===== src/rtl/sdinit_pkg.sv =====
package sdinit_pkg;

  typedef struct packed {
    logic issuePre;
    logic issueRef;
    logic issueMrs;
    logic initOk;
  } seqStrobeT;

  typedef enum logic [2:0] {
    ST_WAIT,
    ST_PRE,
    ST_REF,
    ST_MRS,
    ST_DONE
  } seqStateT;

  localparam logic [3:0] CMD_NOP = 4'b0111;
  localparam logic [3:0] CMD_PRE = 4'b0010;
  localparam logic [3:0] CMD_REF = 4'b0001;
  localparam logic [3:0] CMD_MRS = 4'b0000;

endpackage


===== src/rtl/sdinit_ctrl.sv =====
module sdinit_ctrl
  import sdinit_pkg::*;
#(
  parameter int WAIT_CYCLES = 25000,
  parameter int PRE_CYCLES  = 3,
  parameter int REF_CYCLES  = 8,
  parameter int MRS_CYCLES  = 2,
  parameter int REF_COUNT   = 2,
  parameter bit MRS_FIRST   = 1'b0
) (
  input  logic      clk,
  input  logic      rstN,
  output seqStrobeT strobe
);

  localparam int MAX_A   = (WAIT_CYCLES > PRE_CYCLES) ? WAIT_CYCLES : PRE_CYCLES;
  localparam int MAX_B   = (REF_CYCLES > MRS_CYCLES) ? REF_CYCLES : MRS_CYCLES;
  localparam int MAX_LEN = (MAX_A > MAX_B) ? MAX_A : MAX_B;
  localparam int CNT_W   = $clog2(MAX_LEN + 1);
  localparam int REF_W   = $clog2(REF_COUNT + 1);

  seqStateT         state, stateNext;
  logic [CNT_W-1:0] cnt;
  logic [CNT_W-1:0] stepLen;
  logic [REF_W-1:0] refIdx;
  logic             lastCyc;
  logic             lastRef;

  always_comb begin
    case (state)
      ST_WAIT: stepLen = CNT_W'(WAIT_CYCLES);
      ST_PRE:  stepLen = CNT_W'(PRE_CYCLES);
      ST_REF:  stepLen = CNT_W'(REF_CYCLES);
      ST_MRS:  stepLen = CNT_W'(MRS_CYCLES);
      default: stepLen = CNT_W'(1);
    endcase
  end

  assign lastCyc = (cnt == stepLen - CNT_W'(1));
  assign lastRef = (refIdx == REF_W'(REF_COUNT - 1));

  always_comb begin
    stateNext = state;
    case (state)
      ST_WAIT: stateNext = ST_PRE;
      ST_PRE:  stateNext = MRS_FIRST ? ST_MRS : ST_REF;
      ST_REF:  stateNext = lastRef ? (MRS_FIRST ? ST_DONE : ST_MRS) : ST_REF;
      ST_MRS:  stateNext = MRS_FIRST ? ST_REF : ST_DONE;
      default: stateNext = ST_DONE;
    endcase
  end

  always_ff @(posedge clk) begin
    if (!rstN) begin
      state  <= ST_WAIT;
      cnt    <= '0;
      refIdx <= '0;
    end else if (state != ST_DONE) begin
      if (lastCyc) begin
        state <= stateNext;
        cnt   <= '0;
        if (state == ST_REF) refIdx <= refIdx + REF_W'(1);
      end else begin
        cnt <= cnt + CNT_W'(1);
      end
    end
  end

  always_comb begin
    strobe.issuePre = (state == ST_PRE) && (cnt == '0);
    strobe.issueRef = (state == ST_REF) && (cnt == '0);
    strobe.issueMrs = (state == ST_MRS) && (cnt == '0);
    strobe.initOk   = (state == ST_DONE);
  end

  // checker-only tally of refresh strobes
  logic [REF_W:0] refSeen;
  always_ff @(posedge clk) begin
    if (!rstN) refSeen <= '0;
    else if (strobe.issueRef) refSeen <= refSeen + 1'b1;
  end

  p_one_cmd_r6: assert property (@(posedge clk) disable iff (!rstN)
    $onehot0({strobe.issuePre, strobe.issueRef, strobe.issueMrs}));

  p_mrs_gap_r6: assert property (@(posedge clk) disable iff (!rstN)
    strobe.issueMrs |=> !(strobe.issuePre || strobe.issueRef || strobe.issueMrs || strobe.initOk));

  p_done_hold_r8: assert property (@(posedge clk) disable iff (!rstN)
    strobe.initOk |=> strobe.initOk);

  p_ref_total_r3: assert property (@(posedge clk) disable iff (!rstN)
    strobe.initOk |-> (refSeen == (REF_W+1)'(REF_COUNT)));

endmodule


===== src/rtl/sdinit_dp.sv =====
module sdinit_dp
  import sdinit_pkg::*;
#(
  parameter int ADDR_W = 12,
  parameter int BANK_W = 2,
  parameter int DQM_W  = 2
) (
  input  logic              clk,
  input  logic              rstN,
  input  seqStrobeT         strobe,
  input  logic [2:0]        burstLen,
  input  logic              burstType,
  input  logic [2:0]        casLat,
  input  logic              writeBurstSingle,
  output logic              sdCke,
  output logic              sdCsN,
  output logic              sdRasN,
  output logic              sdCasN,
  output logic              sdWeN,
  output logic [DQM_W-1:0]  sdDqm,
  output logic [ADDR_W-1:0] sdAddr,
  output logic [BANK_W-1:0] sdBank,
  output logic              initDone
);

  logic [ADDR_W-1:0] modeWord;
  logic [ADDR_W-1:0] addrNext;
  logic [3:0]        cmdNext;
  logic [3:0]        cmdQ;

  always_comb begin
    modeWord      = '0;
    modeWord[2:0] = burstLen;
    modeWord[3]   = burstType;
    modeWord[6:4] = casLat;
    modeWord[9]   = writeBurstSingle;
  end

  always_comb begin
    cmdNext  = CMD_NOP;
    addrNext = '0;
    if (strobe.issuePre) begin
      cmdNext      = CMD_PRE;
      addrNext[10] = 1'b1;
    end else if (strobe.issueRef) begin
      cmdNext = CMD_REF;
    end else if (strobe.issueMrs) begin
      cmdNext  = CMD_MRS;
      addrNext = modeWord;
    end
  end

  always_ff @(posedge clk) begin
    if (!rstN) begin
      cmdQ     <= CMD_NOP;
      sdAddr   <= '0;
      sdBank   <= '0;
      initDone <= 1'b0;
      sdCke    <= 1'b1;
      sdDqm    <= '1;
    end else begin
      cmdQ     <= cmdNext;
      sdAddr   <= addrNext;
      sdBank   <= '0;
      initDone <= strobe.initOk;
      sdCke    <= 1'b1;
      sdDqm    <= '1;
    end
  end

  assign {sdCsN, sdRasN, sdCasN, sdWeN} = cmdQ;

  p_mrs_reserved_r5: assert property (@(posedge clk) disable iff (!rstN)
    (cmdQ == CMD_MRS) |-> (sdAddr[8:7] == 2'b00 && sdAddr[11:10] == 2'b00 && sdBank == '0));

  p_pre_all_r2: assert property (@(posedge clk) disable iff (!rstN)
    strobe.issuePre |=> (cmdQ == CMD_PRE && sdAddr[10]));

  p_cke_dqm_high_r9: assert property (@(posedge clk) disable iff (!rstN)
    sdCke && (&sdDqm));

  p_done_quiet_r8: assert property (@(posedge clk) disable iff (!rstN)
    initDone |-> (cmdQ == CMD_NOP));

endmodule


===== src/rtl/sdram_init_seq.sv =====
module sdram_init_seq
  import sdinit_pkg::*;
#(
  parameter int WAIT_CYCLES = 25000,
  parameter int PRE_CYCLES  = 3,
  parameter int REF_CYCLES  = 8,
  parameter int MRS_CYCLES  = 2,
  parameter int REF_COUNT   = 2,
  parameter bit MRS_FIRST   = 1'b0,
  parameter int ADDR_W      = 12,
  parameter int BANK_W      = 2,
  parameter int DQM_W       = 2
) (
  input  logic              clk,
  input  logic              rstN,
  input  logic [2:0]        burstLen,
  input  logic              burstType,
  input  logic [2:0]        casLat,
  input  logic              writeBurstSingle,
  output logic              sdCke,
  output logic              sdCsN,
  output logic              sdRasN,
  output logic              sdCasN,
  output logic              sdWeN,
  output logic [DQM_W-1:0]  sdDqm,
  output logic [ADDR_W-1:0] sdAddr,
  output logic [BANK_W-1:0] sdBank,
  output logic              initDone
);

  seqStrobeT strobe;

  sdinit_ctrl #(
    .WAIT_CYCLES(WAIT_CYCLES),
    .PRE_CYCLES (PRE_CYCLES),
    .REF_CYCLES (REF_CYCLES),
    .MRS_CYCLES (MRS_CYCLES),
    .REF_COUNT  (REF_COUNT),
    .MRS_FIRST  (MRS_FIRST)
  ) u_ctrl (
    .clk   (clk),
    .rstN  (rstN),
    .strobe(strobe)
  );

  sdinit_dp #(
    .ADDR_W(ADDR_W),
    .BANK_W(BANK_W),
    .DQM_W (DQM_W)
  ) u_dp (
    .clk             (clk),
    .rstN            (rstN),
    .strobe          (strobe),
    .burstLen        (burstLen),
    .burstType       (burstType),
    .casLat          (casLat),
    .writeBurstSingle(writeBurstSingle),
    .sdCke           (sdCke),
    .sdCsN           (sdCsN),
    .sdRasN          (sdRasN),
    .sdCasN          (sdCasN),
    .sdWeN           (sdWeN),
    .sdDqm           (sdDqm),
    .sdAddr          (sdAddr),
    .sdBank          (sdBank),
    .initDone        (initDone)
  );

endmodule


===== config.mk =====
export PLATFORM = sky130hd
export DESIGN_NAME = sdram_init_seq
export DESIGN_NICKNAME = d
export VERILOG_FILES = /design/src/rtl/sdinit_pkg.sv /design/src/rtl/sdinit_ctrl.sv /design/src/rtl/sdinit_dp.sv /design/src/rtl/sdram_init_seq.sv
export SDC_FILE = /design/constraint.sdc
export NUM_CORES = 1
export LEC_CHECK = 0
export ABC_CLOCK_PERIOD_IN_PS = 2650
export BUFFER_PORTS_ARGS = -buffer_cell sky130_fd_sc_hd__buf_2
export CORE_MARGIN = 3
export CORE_UTILIZATION = 35
export DETAILED_ROUTE_END_ITERATION = 7
export SKIP_LAST_GASP = 1
export SYNTH_ARGS = -nofsm -noshare
export SYNTH_HDL_FRONTEND = slang
export SYNTH_SLANG_ARGS = --single-unit

===== constraint.sdc =====
create_clock -name clk -period 2.65 [get_ports clk]
set_input_delay 0.53 -clock clk [delete_from_list [all_inputs] [get_ports clk]]
set_output_delay 0.53 -clock clk [all_outputs]
set_load 0.01 [all_outputs]

After elaboration in Yosys (flattened, before gate mapping)
Cells that the tools add are included.

Flip-flop bits (word level): 37. Input port bits: 10. Word-level logic and storage cells: 42. Output and inout port bits: 22.

Bitwise logic cells: 2. Eq/ne operators: 7. Add/sub/neg operators: 3. Reduce and logical (&&, ||, !) cells: 10. Muxes and demuxes: 10.

Operators by type and width (number): case mux 15 bit (4 select lines) (1); adder 15 x 1 -> 15 bit, second input constant (1); == test 15 bit (1); logical NOT 15 bit (1); 2-to-1 mux 15 bit (1); subtractor 15 x 1 -> 15 bit, second input constant (1); 2-to-1 mux 11 bit (1); 2-to-1 mux 10 bit (1); 2-to-1 mux 3 bit (3); case mux 3 bit (3 select lines) (1); == test 3 x 2 -> 1 bit, second input constant (2); OR reduction 4 bit (1); == test 3 x 1 -> 1 bit, second input constant (1); == test 3 bit, second input constant (1); logical AND 1 bit (3); logical NOT 3 bit (1); inequality test 3 bit, second input constant (1); AND reduction 3 bit (1); OR reduction 3 bit (1); adder 2 x 1 -> 2 bit, second input constant (1); == test 2 x 1 -> 1 bit, second input constant (1); 2-to-1 mux 1 bit (2); inverter 1 bit (2); AND reduction 2 bit (1); OR reduction 2 bit (1).

Depth between registers and ports, before layout
Word-level depth: 5. Depth in mapped cells: 10. Depth with buffers taken out: 7.

Modules after synthesis
A second synthesis with hierarchy kept.

Cells, all modules: 180. Area, all modules: 1604.0 um^2.

Modules (own cells, without submodules): sdinit_ctrl (instances 1, cells each 140, area each 1158.6 um^2); sdinit_dp (instances 1, cells each 40, area each 445.4 um^2).

Worst setup path after synthesis
OpenSTA, ideal clock, no wires.

Path type: flip-flop to flip-flop. Start: register u_ctrl.state[1]. End: register u_ctrl.cnt[10]. Cell stages (with the launch flop): 11. Required time: 2535 ps. Slack: 368 ps. Period minus slack after synthesis: 2282 ps. Data arrival time: 2168 ps. Cell sequence: dfxtp_1 clkbuf_1 or3_1 ha_1 xnor2_1 and4_1 o211ai_2 buf_2 o31ai_4 buf_6 nor2_1.

Longest elaborated chain between the ends: 5. Elaborated cells on any way between the ends: 9.

Ends and longest elaborated chain: start, declared (line sdinit_ctrl.sv:22) `seqStateT state, stateNext;`; start signal, assigned (line sdinit_ctrl.sv:60) `state <= stateNext;`; == test 3 x 2 -> 1 bit (tied with other cells) (line sdinit_ctrl.sv:30) `case (state)`; case mux 15 bit (4 select lines) (line sdinit_ctrl.sv:30); subtractor 15 x 1 -> 15 bit (line sdinit_ctrl.sv:39) `assign lastCyc = (cnt == stepLen - CNT_W'(1));`; == test 15 bit (line sdinit_ctrl.sv:39); 2-to-1 mux 15 bit (line sdinit_ctrl.sv:59) `if (lastCyc) begin`; end signal, assigned (line sdinit_ctrl.sv:64) `cnt <= cnt + CNT_W'(1);`; end, declared (line sdinit_ctrl.sv:23) `logic [CNT_W-1:0] cnt;`.

Several ways; a longest one is shown, not always the timed one. A chain may end at the register's enable or synchronous reset.

Worst setup path after layout
Start: register u_ctrl.state[2]. End: register u_ctrl.state[1].

Longest elaborated chain between the ends: 5. Elaborated cells on any way between the ends: 10.

Ends and longest elaborated chain (line): == test 3 x 2 -> 1 bit (tied with other cells) (sdinit_ctrl.sv:30); case mux 15 bit (4 select lines) (sdinit_ctrl.sv:30); subtractor 15 x 1 -> 15 bit (sdinit_ctrl.sv:39); == test 15 bit (sdinit_ctrl.sv:39); AND reduction 2 bit (no source line).

Several ways; a longest one is shown, not always the timed one.

==> impl_metrics.env <==
export IMPL_status="finished, final reports clean"
export IMPL_wl_per_cell_microns=12.4
export IMPL_worst_slew_pin_slew_ns=0.644
export IMPL_vias=1248
export IMPL_area_growth_pct=13.9
export IMPL_track_usage_pct=12.9
export IMPL_pre_cts_ws_ns=0.225
export IMPL_critPathKind="flop to flop"
export IMPL_grt_max_degree=15
export IMPL_fillers=457
export IMPL_die_area_sq_um=5580
export IMPL_finalMaxSlewViolations=0
export IMPL_die_w_microns=74.7
export IMPL_synth_seq_cells=33
export IMPL_skew_ns=0.00540
export IMPL_drt_pass1_iter_count=3
export IMPL_cts_buffers=5
export IMPL_power_mw=1.03
export IMPL_fin_crit_ns=2.43
export IMPL_core_sq_um=4440
export IMPL_netlist_area_sq_um=1650
export IMPL_ctsHoldBuffers=0
export IMPL_static_leakage_power_nw=0.768
export IMPL_synth_cells=178
export IMPL_crit_end="u_ctrl.state[1]"
export IMPL_syn_area_per_cell_sq_um=9.29
export IMPL_synthArstFlopShare_pct=0
export IMPL_cts_max_level=2
export IMPL_critPathBufInv=0
export IMPL_cts_sinks=33
export IMPL_setup_worst_path_end_class="flop"
export IMPL_synth_top_family_by_area="simple AND/OR/NAND/NOR gates"
export IMPL_yosysWarnings=0
export IMPL_setup_violations=0
export IMPL_grt_pass1_vias=1157
export IMPL_cts_repair_resized=0
export IMPL_synth_compound_area_share_pct=11.4
export IMPL_hpwlAfterDp_microns=2190
export IMPL_grt_pass1_wl_microns=5350
export IMPL_required_ns=2.87
export IMPL_setup_tns_ns=0
export IMPL_slew_headroom_pct=57.0
export IMPL_drive_above_1_share_pct=21.8
export IMPL_yosys_area_top_type_share_pct=40.0
export IMPL_slowest_delay_ns=0.54
export IMPL_antenna_found_initial=0
export IMPL_num_rows=24
export IMPL_ys_flop_type="dfxtp_1"
export IMPL_ys_seq_area_share_pct=40.0
export IMPL_netlist_top_cells_count="dfxtp_1 (33), nand2_1 (15), nor2_1 (15)"
export IMPL_vdd_ir_drop_max_v=0.000211
export IMPL_synth_simple_area_share_pct=28.1
export IMPL_hold_slack_ns=0.434
export IMPL_r2r_slack_ns=0.22
export IMPL_cts_clk_slew_worst_paths_ns=0.07
export IMPL_setup_ws_ns=0.224
export IMPL_wl_microns=3160
export IMPL_rr_endpoint="u_ctrl.state[1]"
export IMPL_crit_start="u_ctrl.state[2]"
export IMPL_cts_buffer_depth=2
export IMPL_start_util_pct=37.2
export IMPL_synth_area_leaders="dfxtp_1 (40%), buf_4 (5.0%), xnor2_1 (4.8%)"
export IMPL_path_cells="or3_1, ha_1, xnor2_1, and4_1, o211ai_2, or4_1, a21boi_1"
export IMPL_synth_xor_area_share_pct=7.95
export IMPL_clk_latency_ns=0.29
export IMPL_slowest_stage="or4_1"
export IMPL_cts_setup_buffers=0
export IMPL_synth_edff_count=0
export IMPL_grt_setup_unrepaired="false"
export IMPL_drtIter0Drc=55
export IMPL_io_pins=32
export IMPL_min_from="casLat[1]"
export IMPL_gp_congestion=0.756
export IMPL_max_freq_ghz=0.412
export IMPL_numPortBuffers=22
export IMPL_synthAdderAreaFrac_pct=3.03
export IMPL_hold_viol=0
export IMPL_synth_distinct_cells=47
export IMPL_overflow=0
export IMPL_nets=215
export IMPL_crit_fanout=14
export IMPL_min_period_over_period_pct=91.5
export IMPL_num_antenna_cells=0
export IMPL_cap_violations=0
export IMPL_avgViaCountPerCell=4.91
export IMPL_synth_mux_area_share_pct=0.606
export IMPL_crit_arrival_ns=2.64
export IMPL_crit_path_start_kind="flop"
export IMPL_final_antenna_net_count=0
export IMPL_powerDensity_nw_per_um2=546
export IMPL_crit_family="simple AND/OR/NAND/NOR gates"
export IMPL_yosys_area_top_type="dfxtp_1"
export IMPL_rr_worst_depth=7
export IMPL_rr_startpoint="u_ctrl.state[2]"
export IMPL_cp_num_cells=7
export IMPL_drc=0
export IMPL_fp_dieH_microns=74.7
export IMPL_cts_root_buf="clkbuf_8"
export IMPL_tritoncts="done"
export IMPL_synthMostInstantiatedCell="dfxtp_1"
export IMPL_hold_path_class="primary input to flop"
==> cells in the final DEF, fill, tap and decap left out, types with 2 or more instances in the layout <==
master    count
o21ai_0       3
nor2_1       15
nand2_1      15
or4_1         4
buf_4         4
and4_1        2
nand3_1       3
a21boi_0      4
and3_1        3
nand4_1       2
xnor2_1       9
a21boi_1      4
conb_1       10
ha_1          4
inv_1         5
xor2_1        6
and2_1        9
buf_2        22
dfxtp_1      33
nor3b_1       2
nor4_1        2
clkbuf_8      5
nor3_1        6
nor2b_1       2
o31ai_1       3
o211ai_1      2
==> through the flow <==
stage | area (sq um) | utilization (%) | cells
after detailed placement | 1770 | 39.8 | 246
after global placement | 1770 | 39.8 | 246
after floorplan | 1680 | - | 186
after global routing | 1880 | 42.3 | 254
final | 1880 | 42.3 | 254
after CTS | 1880 | 42.3 | 254
==> metal layers <==
metal | global-route usage, % | part of all wire [%] | vias to the layer above
met3 | 4.54 | 4.8 | 5
met5 | 0 | 0 | -
met2 | 21.1 | 47 | 26
li1 | - | - | 632
met4 | 6.72 | 1.8 | 0
met1 | 14.9 | 47 | 585
==> layout make-up <==
type | count | area, sq um | area share, %
Clock buffer | 5 | 68.8 | 3.66
Clock inverter | 3 | 46.3 | 2.46
Inverter | 5 | 18.8 | 0.997
Multi-Input combinational cell | 130 | 882 | 46.9
Sequential cell | 33 | 661 | 35.1
Tap cell | 52 | 65.1 | 3.46
Timing Repair Buffer | 26 | 140 | 7.45
==> kinds of logic (layout without fill, tap and decap cells) <==
kind of cell	count (synthesis)	count (layout)
AOI/OAI and AO/OA	23	23
xor gates and xnor gates	15	15
adders and majority gates	4	4
buffers and inverters	23	39
DFF	33	33
muxes	1	1
other	2	10
and+or+nand+nor	77	77
==> registers in the layout, summed over array words and instances (netlist names) <==
register,count
u_dp.initDone,1
u_ctrl.cnt,15
u_ctrl.state,3
u_dp.sdAddr,9
u_dp.cmdQ,3
u_ctrl.refIdx,2
==> worst min-delay path by stage <==
stage / slack (ns) / depth (start not counted) / to
global placement: 0.47 / 2 / u_ctrl.refIdx[1]
detailed placement: 0.47 / 2 / u_ctrl.refIdx[1]
global route: 0.43 / 2 / u_dp.sdAddr[4]
finish: 0.43 / 2 / u_dp.sdAddr[5]
floorplan: 0.45 / 2 / u_ctrl.refIdx[1]
CTS: 0.43 / 2 / u_dp.sdAddr[5]
==> power breakdown <==
part	switching (mW)	leakage (nW)	internal [mW]
sequential	0.00750	0.266	0.499
combinational	0.0228	0.447	0.0210
clock	0.195	0.0543	0.281
==> worst register-to-register path, stage by stage (launching register included) <==
cell and delay, ns:
dfxtp_1 0.40, or3_1 0.37, ha_1 0.31, xnor2_1 0.11, and4_1 0.21, o211ai_2 0.26
or4_1 0.54, a21boi_1 0.16
Power figures use the tool's default switching activity.
